<file path="src/rtl/rf_win_pkg.sv">
package rf_win_pkg;

  typedef enum logic [1:0] {
    WIN_FULL    = 2'b00,
    WIN_HALF    = 2'b01,
    WIN_QUARTER = 2'b10,
    WIN_RSVD    = 2'b11
  } win_mode_e;

  // number of live groups for a mode, out of total_groups
  function automatic int live_groups(input win_mode_e m, input int total_groups);
    int n;
    case (m)
      WIN_HALF:    n = total_groups / 2;
      WIN_QUARTER: n = total_groups / 4;
      default:     n = total_groups;
    endcase
    if (n < 1) n = 1;
    return n;
  endfunction

endpackage

</file>
<file path="src/rtl/rf_win_ctrl.sv">
module rf_win_ctrl
  import rf_win_pkg::*;
#(
  parameter int NUM_GROUPS = 4
) (
  input  logic                  clk,
  input  logic                  rst_n,
  input  logic                  cfg_valid,
  input  logic [1:0]            cfg_mode,
  output logic [NUM_GROUPS-1:0] drowsy_o,
  output logic [NUM_GROUPS-1:0] waking_o
);

  logic [NUM_GROUPS-1:0] want;
  logic [NUM_GROUPS-1:0] drowsy_q;
  logic [NUM_GROUPS-1:0] wake_q;
  int                    live_cnt;

  always_comb begin
    live_cnt = live_groups(win_mode_e'(cfg_mode), NUM_GROUPS);
    for (int g = 0; g < NUM_GROUPS; g++) begin
      want[g] = (g < live_cnt);
    end
  end

  // per group: awake -> drowsy on shrink; drowsy -> waking -> awake on grow
  always_ff @(posedge clk) begin
    if (!rst_n) begin
      drowsy_q <= '0;
      wake_q   <= '0;
    end else begin
      for (int g = 0; g < NUM_GROUPS; g++) begin
        if (cfg_valid && !want[g]) begin
          drowsy_q[g] <= 1'b1;
          wake_q[g]   <= 1'b0;
        end else if (wake_q[g]) begin
          drowsy_q[g] <= 1'b0;
          wake_q[g]   <= 1'b0;
        end else if (cfg_valid && drowsy_q[g]) begin
          wake_q[g]   <= 1'b1;
        end
      end
    end
  end

  assign drowsy_o = drowsy_q;
  assign waking_o = wake_q;

  for (genvar g = 0; g < NUM_GROUPS; g++) begin : g_wake_chk
    AST_WAKE_ONE_CYCLE: assert property (@(posedge clk) disable iff (!rst_n)
      wake_q[g] |=> !wake_q[g]) else $error("wake lasted more than one cycle");
  end

  AST_SHRINK_NEXT: assert property (@(posedge clk) disable iff (!rst_n)
    (cfg_valid && cfg_mode == WIN_QUARTER) |=> drowsy_o[NUM_GROUPS-1])
    else $error("top group not drowsy after shrink");

endmodule

</file>
<file path="src/rtl/rf_win_bank.sv">
module rf_win_bank #(
  parameter int DATA_W = 32,
  parameter int DEPTH  = 8,
  localparam int LOC_W = $clog2(DEPTH)
) (
  input  logic              clk,
  input  logic              rst_n,
  input  logic              drowsy_i,
  input  logic              wr_en_i,
  input  logic [LOC_W-1:0]  wr_idx_i,
  input  logic [DATA_W-1:0] wr_data_i,
  input  logic [LOC_W-1:0]  rd_idx0_i,
  input  logic [LOC_W-1:0]  rd_idx1_i,
  output logic [DATA_W-1:0] rd_data0_o,
  output logic [DATA_W-1:0] rd_data1_o
);

  logic [DEPTH-1:0][DATA_W-1:0] mem;
  logic                         wr_gate;

  // retention: the write enable of a drowsy group is forced off
  assign wr_gate = wr_en_i & ~drowsy_i;

  always_ff @(posedge clk) begin
    if (!rst_n) begin
      mem <= '0;
    end else if (wr_gate) begin
      mem[wr_idx_i] <= wr_data_i;
    end
  end

  assign rd_data0_o = mem[rd_idx0_i];
  assign rd_data1_o = mem[rd_idx1_i];

  AST_RETAIN_DROWSY: assert property (@(posedge clk) disable iff (!rst_n)
    drowsy_i |=> $stable(mem)) else $error("drowsy bank changed");

endmodule

</file>
<file path="src/rtl/rf_win_rdport.sv">
module rf_win_rdport #(
  parameter int NUM_GROUPS = 4,
  parameter int DATA_W     = 32,
  parameter int ADDR_W     = 5,
  parameter int LOC_W      = 3
) (
  input  logic                              en_i,
  input  logic [ADDR_W-1:0]                 addr_i,
  input  logic [NUM_GROUPS-1:0][DATA_W-1:0] grp_word_i,
  input  logic [NUM_GROUPS-1:0]             drowsy_i,
  output logic [DATA_W-1:0]                 data_o,
  output logic                              bad_o
);

  localparam int GRP_W = ADDR_W - LOC_W;

  logic [GRP_W-1:0] grp;
  logic             asleep;

  assign grp    = addr_i[ADDR_W-1:LOC_W];
  assign asleep = drowsy_i[grp];
  assign bad_o  = en_i & asleep;
  assign data_o = (en_i && !asleep) ? grp_word_i[grp] : '0;

endmodule

</file>
<file path="src/rtl/rf_window_file.sv">
module rf_window_file
  import rf_win_pkg::*;
#(
  parameter int NUM_REGS = 32,
  parameter int DATA_W   = 32,
  parameter int GROUP_SZ = 8,
  localparam int NUM_GROUPS = NUM_REGS / GROUP_SZ,
  localparam int ADDR_W     = $clog2(NUM_REGS),
  localparam int LOC_W      = $clog2(GROUP_SZ),
  localparam int GRP_W      = ADDR_W - LOC_W
) (
  input  logic                  clk,
  input  logic                  rst_n,
  input  logic                  rd0_en,
  input  logic [ADDR_W-1:0]     rd0_addr,
  output logic [DATA_W-1:0]     rd0_data,
  input  logic                  rd1_en,
  input  logic [ADDR_W-1:0]     rd1_addr,
  output logic [DATA_W-1:0]     rd1_data,
  input  logic                  wr_en,
  input  logic [ADDR_W-1:0]     wr_addr,
  input  logic [DATA_W-1:0]     wr_data,
  input  logic                  cfg_valid,
  input  logic [1:0]            cfg_mode,
  output logic [NUM_GROUPS-1:0] drowsy_grp,
  output logic                  wake_busy,
  output logic                  access_viol
);

  logic [NUM_GROUPS-1:0]             drowsy_q;
  logic [NUM_GROUPS-1:0]             waking_q;
  logic [NUM_GROUPS-1:0][DATA_W-1:0] bank_rd0;
  logic [NUM_GROUPS-1:0][DATA_W-1:0] bank_rd1;
  logic [1:0]                        rd_en_v;
  logic [1:0][ADDR_W-1:0]            rd_addr_v;
  logic [1:0][DATA_W-1:0]            rd_data_v;
  logic [1:0]                        rd_bad_v;
  logic                              wr_bad;
  logic                              viol_q;

  rf_win_ctrl #(.NUM_GROUPS(NUM_GROUPS)) ctrl_i (
    .clk       (clk),
    .rst_n     (rst_n),
    .cfg_valid (cfg_valid),
    .cfg_mode  (cfg_mode),
    .drowsy_o  (drowsy_q),
    .waking_o  (waking_q)
  );

  for (genvar g = 0; g < NUM_GROUPS; g++) begin : g_bank
    logic bank_we;
    assign bank_we = wr_en && (wr_addr[ADDR_W-1:LOC_W] == GRP_W'(g));

    rf_win_bank #(.DATA_W(DATA_W), .DEPTH(GROUP_SZ)) bank_i (
      .clk        (clk),
      .rst_n      (rst_n),
      .drowsy_i   (drowsy_q[g]),
      .wr_en_i    (bank_we),
      .wr_idx_i   (wr_addr[LOC_W-1:0]),
      .wr_data_i  (wr_data),
      .rd_idx0_i  (rd0_addr[LOC_W-1:0]),
      .rd_idx1_i  (rd1_addr[LOC_W-1:0]),
      .rd_data0_o (bank_rd0[g]),
      .rd_data1_o (bank_rd1[g])
    );
  end

  assign rd_en_v   = {rd1_en, rd0_en};
  assign rd_addr_v = {rd1_addr, rd0_addr};

  for (genvar p = 0; p < 2; p++) begin : g_rport
    rf_win_rdport #(
      .NUM_GROUPS (NUM_GROUPS),
      .DATA_W     (DATA_W),
      .ADDR_W     (ADDR_W),
      .LOC_W      (LOC_W)
    ) port_i (
      .en_i       (rd_en_v[p]),
      .addr_i     (rd_addr_v[p]),
      .grp_word_i ((p == 0) ? bank_rd0 : bank_rd1),
      .drowsy_i   (drowsy_q),
      .data_o     (rd_data_v[p]),
      .bad_o      (rd_bad_v[p])
    );
  end

  assign rd0_data = rd_data_v[0];
  assign rd1_data = rd_data_v[1];
  assign wr_bad   = wr_en && drowsy_q[wr_addr[ADDR_W-1:LOC_W]];

  always_ff @(posedge clk) begin
    if (!rst_n) viol_q <= 1'b0;
    else        viol_q <= wr_bad | (|rd_bad_v);
  end

  assign access_viol = viol_q;
  assign drowsy_grp  = drowsy_q;
  assign wake_busy   = |waking_q;

  AST_GRP0_LIVE: assert property (@(posedge clk) disable iff (!rst_n)
    !drowsy_grp[0]) else $error("group 0 went drowsy");

  AST_RD_ZERO: assert property (@(posedge clk) disable iff (!rst_n)
    (rd0_en && drowsy_grp[rd0_addr[ADDR_W-1:LOC_W]]) |-> (rd0_data == '0))
    else $error("drowsy read leaked data");

  AST_VIOL_ON_WRITE: assert property (@(posedge clk) disable iff (!rst_n)
    (wr_en && drowsy_grp[wr_addr[ADDR_W-1:LOC_W]]) |=> access_viol)
    else $error("drowsy write not flagged");

  AST_BUSY_MEANS_DROWSY: assert property (@(posedge clk) disable iff (!rst_n)
    wake_busy |-> (drowsy_grp != '0)) else $error("busy with no drowsy group");

endmodule

</file>
<file path="config.mk">
export PLATFORM = sky130hd
export DESIGN_NAME = rf_window_file
export DESIGN_NICKNAME = d
export VERILOG_FILES = /design/src/rtl/rf_win_pkg.sv /design/src/rtl/rf_win_ctrl.sv /design/src/rtl/rf_win_bank.sv /design/src/rtl/rf_win_rdport.sv /design/src/rtl/rf_window_file.sv
export SDC_FILE = /design/constraint.sdc
export NUM_CORES = 2
export LEC_CHECK = 0
export BUFFER_PORTS_ARGS = -buffer_cell sky130_fd_sc_hd__buf_2
export CAP_MARGIN = 20
export CORE_MARGIN = 2
export CORE_UTILIZATION = 45
export CTS_CLUSTER_DIAMETER = 30
export DETAILED_ROUTE_END_ITERATION = 7
export GPL_ROUTABILITY_DRIVEN = 0
export SKIP_LAST_GASP = 1
export SYNTH_ARGS = -nofsm -noshare
export SYNTH_HDL_FRONTEND = slang
export SYNTH_HIERARCHICAL = 1
export SYNTH_SLANG_ARGS = --single-unit
</file>
<file path="constraint.sdc">
create_clock -name clk -period 3.5 [get_ports clk]
set_input_delay 0.35 -clock clk [delete_from_list [all_inputs] [get_ports clk]]
set_output_delay 0.35 -clock clk [all_outputs]
set_load 0.02 [all_outputs]
</file>
==> flow_metrics.env <==
export IMPL_tritoncts="done"
export IMPL_synth_fp_nets=4668
export IMPL_p_total_w=0.0378
export IMPL_vdd_drop_max_v=0.000538
export IMPL_ios=125
export IMPL_synth_top_flop_cell="dfxtp_1"
export IMPL_wire_per_inst_um=27.5
export IMPL_yosysMostFrequentCell="nand2_1"
export IMPL_gr_total_overflow=0
export IMPL_pwr_share_comb=0.055
export IMPL_critPathArrivalTime_ps=3040
export IMPL_fp_dieW_um=358
export IMPL_p_clk_frac=0.630
export IMPL_yosys_top_cells_area="dfxtp_1 37%, mux2i_1 18%, mux4_2 13%, mux4_1 11%, nand2_1 7.8%"
export IMPL_setup_tns_ps=0
export IMPL_yosysWarningCount=6
export IMPL_max_stage_delay_ps=700
export IMPL_grt_pass1_wl_um=269000
export IMPL_async_flop_share=0
export IMPL_fin_nets=4817
export IMPL_cp_slowest_cell="mux4_1"
export IMPL_syn_inst=4612
export IMPL_timing_hold_violations_final=0
export IMPL_drive_gt1_frac=0.288
export IMPL_dr_total_vias=39900
export IMPL_synth_simple_area_share=0.0999
export IMPL_grt_pass1_vias=39800
export IMPL_start_util=0.454
export IMPL_switching_share=0.238
export IMPL_yosys_top_cells_count="1165 x nand2_1, 1033 x dfxtp_1, 1026 x mux2i_1"
export IMPL_fin_skew_ps=38.8
export IMPL_rsz0062_at_grt="false"
export IMPL_rows=129
export IMPL_seqPwrFrac=0.316
export IMPL_fin_crit_ps=3390
export IMPL_cts_buffer_depth=3
export IMPL_drtPass1Iterations=8
export IMPL_viasPerCell=6.03
export IMPL_die_h_um=358
export IMPL_synth_fa_ha_area_frac=0.000222
export IMPL_intPower_w=0.0288
export IMPL_leakage_nw=28.9
export IMPL_cp_end_kind="output port"
export IMPL_numPortBuffers=124
export IMPL_p_per_area_nw_per_um2=558
export IMPL_path_buf_inv=1
export IMPL_clkLatencyLatePin_ps=830
export IMPL_die_area_um2=128000
export IMPL_cts_root_buf="clkbuf_16"
export IMPL_grt_met1_usage=0.401
export IMPL_numCtsBuffers=241
export IMPL_critical_path_cell_chain="mux4_1 -> mux2_2 -> mux4_1 -> nor2b_2 -> buf_2"
export IMPL_worstSetupPathType="flop to output port"
export IMPL_met2_usage=0.435
export IMPL_synth_distinct_cells=37
export IMPL_synthMuxAreaShare=0.484
export IMPL_slew_violations=0
export IMPL_worst_slew_pin_slew_ps=1160
export IMPL_drt_wl_total_um=182000
export IMPL_path_clk_slew_ps=50
export IMPL_hpwl_um=109000
export IMPL_area_growth_pct=20.3
export IMPL_clock_sinks=1033
export IMPL_grt_max_degree=88
export IMPL_hp_class="primary input to flop"
export IMPL_antenna_found_initial=18
export IMPL_synth_xor_area_frac=0
export IMPL_synth_top_family_by_area="multiplexers"
export IMPL_ys_seq_elements=1033
export IMPL_p_switching_w=0.00901
export IMPL_drc=0
export IMPL_syn_area_um2=56300
export IMPL_crit_top_cell="mux4_1"
export IMPL_cpLargestDelayFamily="multiplexers"
export IMPL_ys_seq_area_frac=0.367
export IMPL_start_kind="flop"
export IMPL_slew_headroom=0.225
export IMPL_fmax_ghz=0.295
export IMPL_synth_avg_cell_area_um2=12.2
export IMPL_postCtsSetupRepairBufs=0
export IMPL_worstPathMaxFanout=3
export IMPL_drtIter0Drc=3245
export IMPL_grt_usage=0.284
export IMPL_grt_busiest_layer="met2"
export IMPL_ant_nets=0
export IMPL_cp_required_ps=3150
export IMPL_status="complete, no violations"
export IMPL_synth_enable_flop_cells=0
export IMPL_r2r_slack_ps=920
export IMPL_max_cap_violations=0
export IMPL_fin_crit_sh=0.969
export IMPL_finalSetupViolCount=0
export IMPL_synth_compound_gate_area_share=0.00140
export IMPL_core_um2=124000
export IMPL_htree_levels=4
export IMPL_grt_use_met3=0.0626
export IMPL_yosys_area_top_type="dfxtp_1"
export IMPL_synth_top_area_share=0.367
## metrics by stage
step	util	hold slack (ps)	setup slack (ps)	std cells	instance area (µm²)
2_1_floorplan	-	419	1040	4612	56300
3_3_place_gp	0.474	437	369	6141	58800
3_5_place_dp	0.474	452	355	6141	58800
4_1_cts	0.546	1.64	111	6616	67700
5_1_grt	0.546	34.2	48.8	6616	67700
6_report	0.547	39.8	110	6626	67800
## kinds of logic (layout without fill, tap and decap cells)
group                      Yosys count  count (layout)
buffers and inverters              415             782
and+or+nand+nor                   1294            1294
DFF                               1033            1033
AOI/OAI and AO/OA                    7               7
other                                0              10
adders and majority gates            1               1
muxes                             1862            1862
## path summary, 6_finish.rpt
| kind | startpoint | endpoint | cells past startpoint |
|---|---|---|---|
| max | g_bank[1].bank_i/mem[66]$_SDFFE_PN0P_ | rd0_data[2] | 5 |
| min | rst_n | g_bank[0].bank_i/mem[227]$_SDFFE_PN0P_ | 3 |
| max reg2reg | ctrl_i/drowsy_o[1]$_SDFFE_PN0P_ | g_bank[1].bank_i/mem[222]$_SDFFE_PN0P_ | 4 |
| min reg2reg | g_bank[3].bank_i/mem[102]$_SDFFE_PN0P_ | g_bank[3].bank_i/mem[102]$_SDFFE_PN0P_ | 2 |
## metal layers
metal	vias up	routed length (µm)
li1	17500	-
met1	20500	80800
met2	1563	81200
met3	349	15300
met4	12	5080
met5	-	83
## cell usage in the layout, fill, tap and decap left out, types with 7 or more instances in the layout
| cell | instances |
|---|---|
| buf_12 | 71 |
| buf_2 | 113 |
| buf_4 | 115 |
| bufinv_16 | 36 |
| clkbuf_1 | 16 |
| clkbuf_16 | 244 |
| clkbuf_8 | 38 |
| clkinv_2 | 42 |
| clkinv_4 | 24 |
| clkinvlp_4 | 39 |
| dfxtp_1 | 1033 |
| diode_2 | 10 |
| dlygate4sd3_1 | 14 |
| inv_6 | 16 |
| mux2_2 | 215 |
| mux2_4 | 41 |
| mux2i_1 | 1026 |
| mux4_1 | 245 |
| mux4_2 | 330 |
| nand2_1 | 1161 |
| nand3b_1 | 13 |
| nor2_1 | 7 |
| nor2b_4 | 56 |
| nor3b_2 | 9 |
## power groups by stage
stage / registers [W] / clock network, W / logic, W
after floorplan: 0.0121 / 0 / 0.00137
after global placement: 0.0122 / 0 / 0.00202
after detailed placement: 0.0122 / 0 / 0.00203
after CTS: 0.0119 / 0.0240 / 0.00205
after global routing: 0.0119 / 0.0247 / 0.00215
final: 0.0119 / 0.0238 / 0.00207
## layout make-up
type | instances | area [µm²]
Fill cell | 10300 | 56200
Timing Repair Buffer | 320 | 3090
Clock buffer | 296 | 6660
Multi-Input combinational cell | 3164 | 33100
Clock inverter | 165 | 2140
Antenna cell | 10 | 25.0
Sequential cell | 1033 | 20700
Tap cell | 1637 | 2050
Inverter | 1 | 3.75
## worst register-to-register path: cells and delay by family (launching register included)
kind / cells / cell delay, ps
AND/OR/NAND/NOR: 2 / 1550
multiplexers: 1 / 210
flip-flops: 1 / 400
buffers and inverters: 1 / 350
## timing repair
item	CTS	global route
hold buffers	14	0
resized for setup	0	0
endpoints found under the hold margin	50	0
## sequential cells by signal, summed over array words and instances, names as in the netlist
signal / count
ctrl_i/waking_o: 4
ctrl_i/drowsy_o: 4
access_viol: 1
g_bank.bank_i/mem: 1024
No activity file was read; power rests on OpenSTA's default activity.
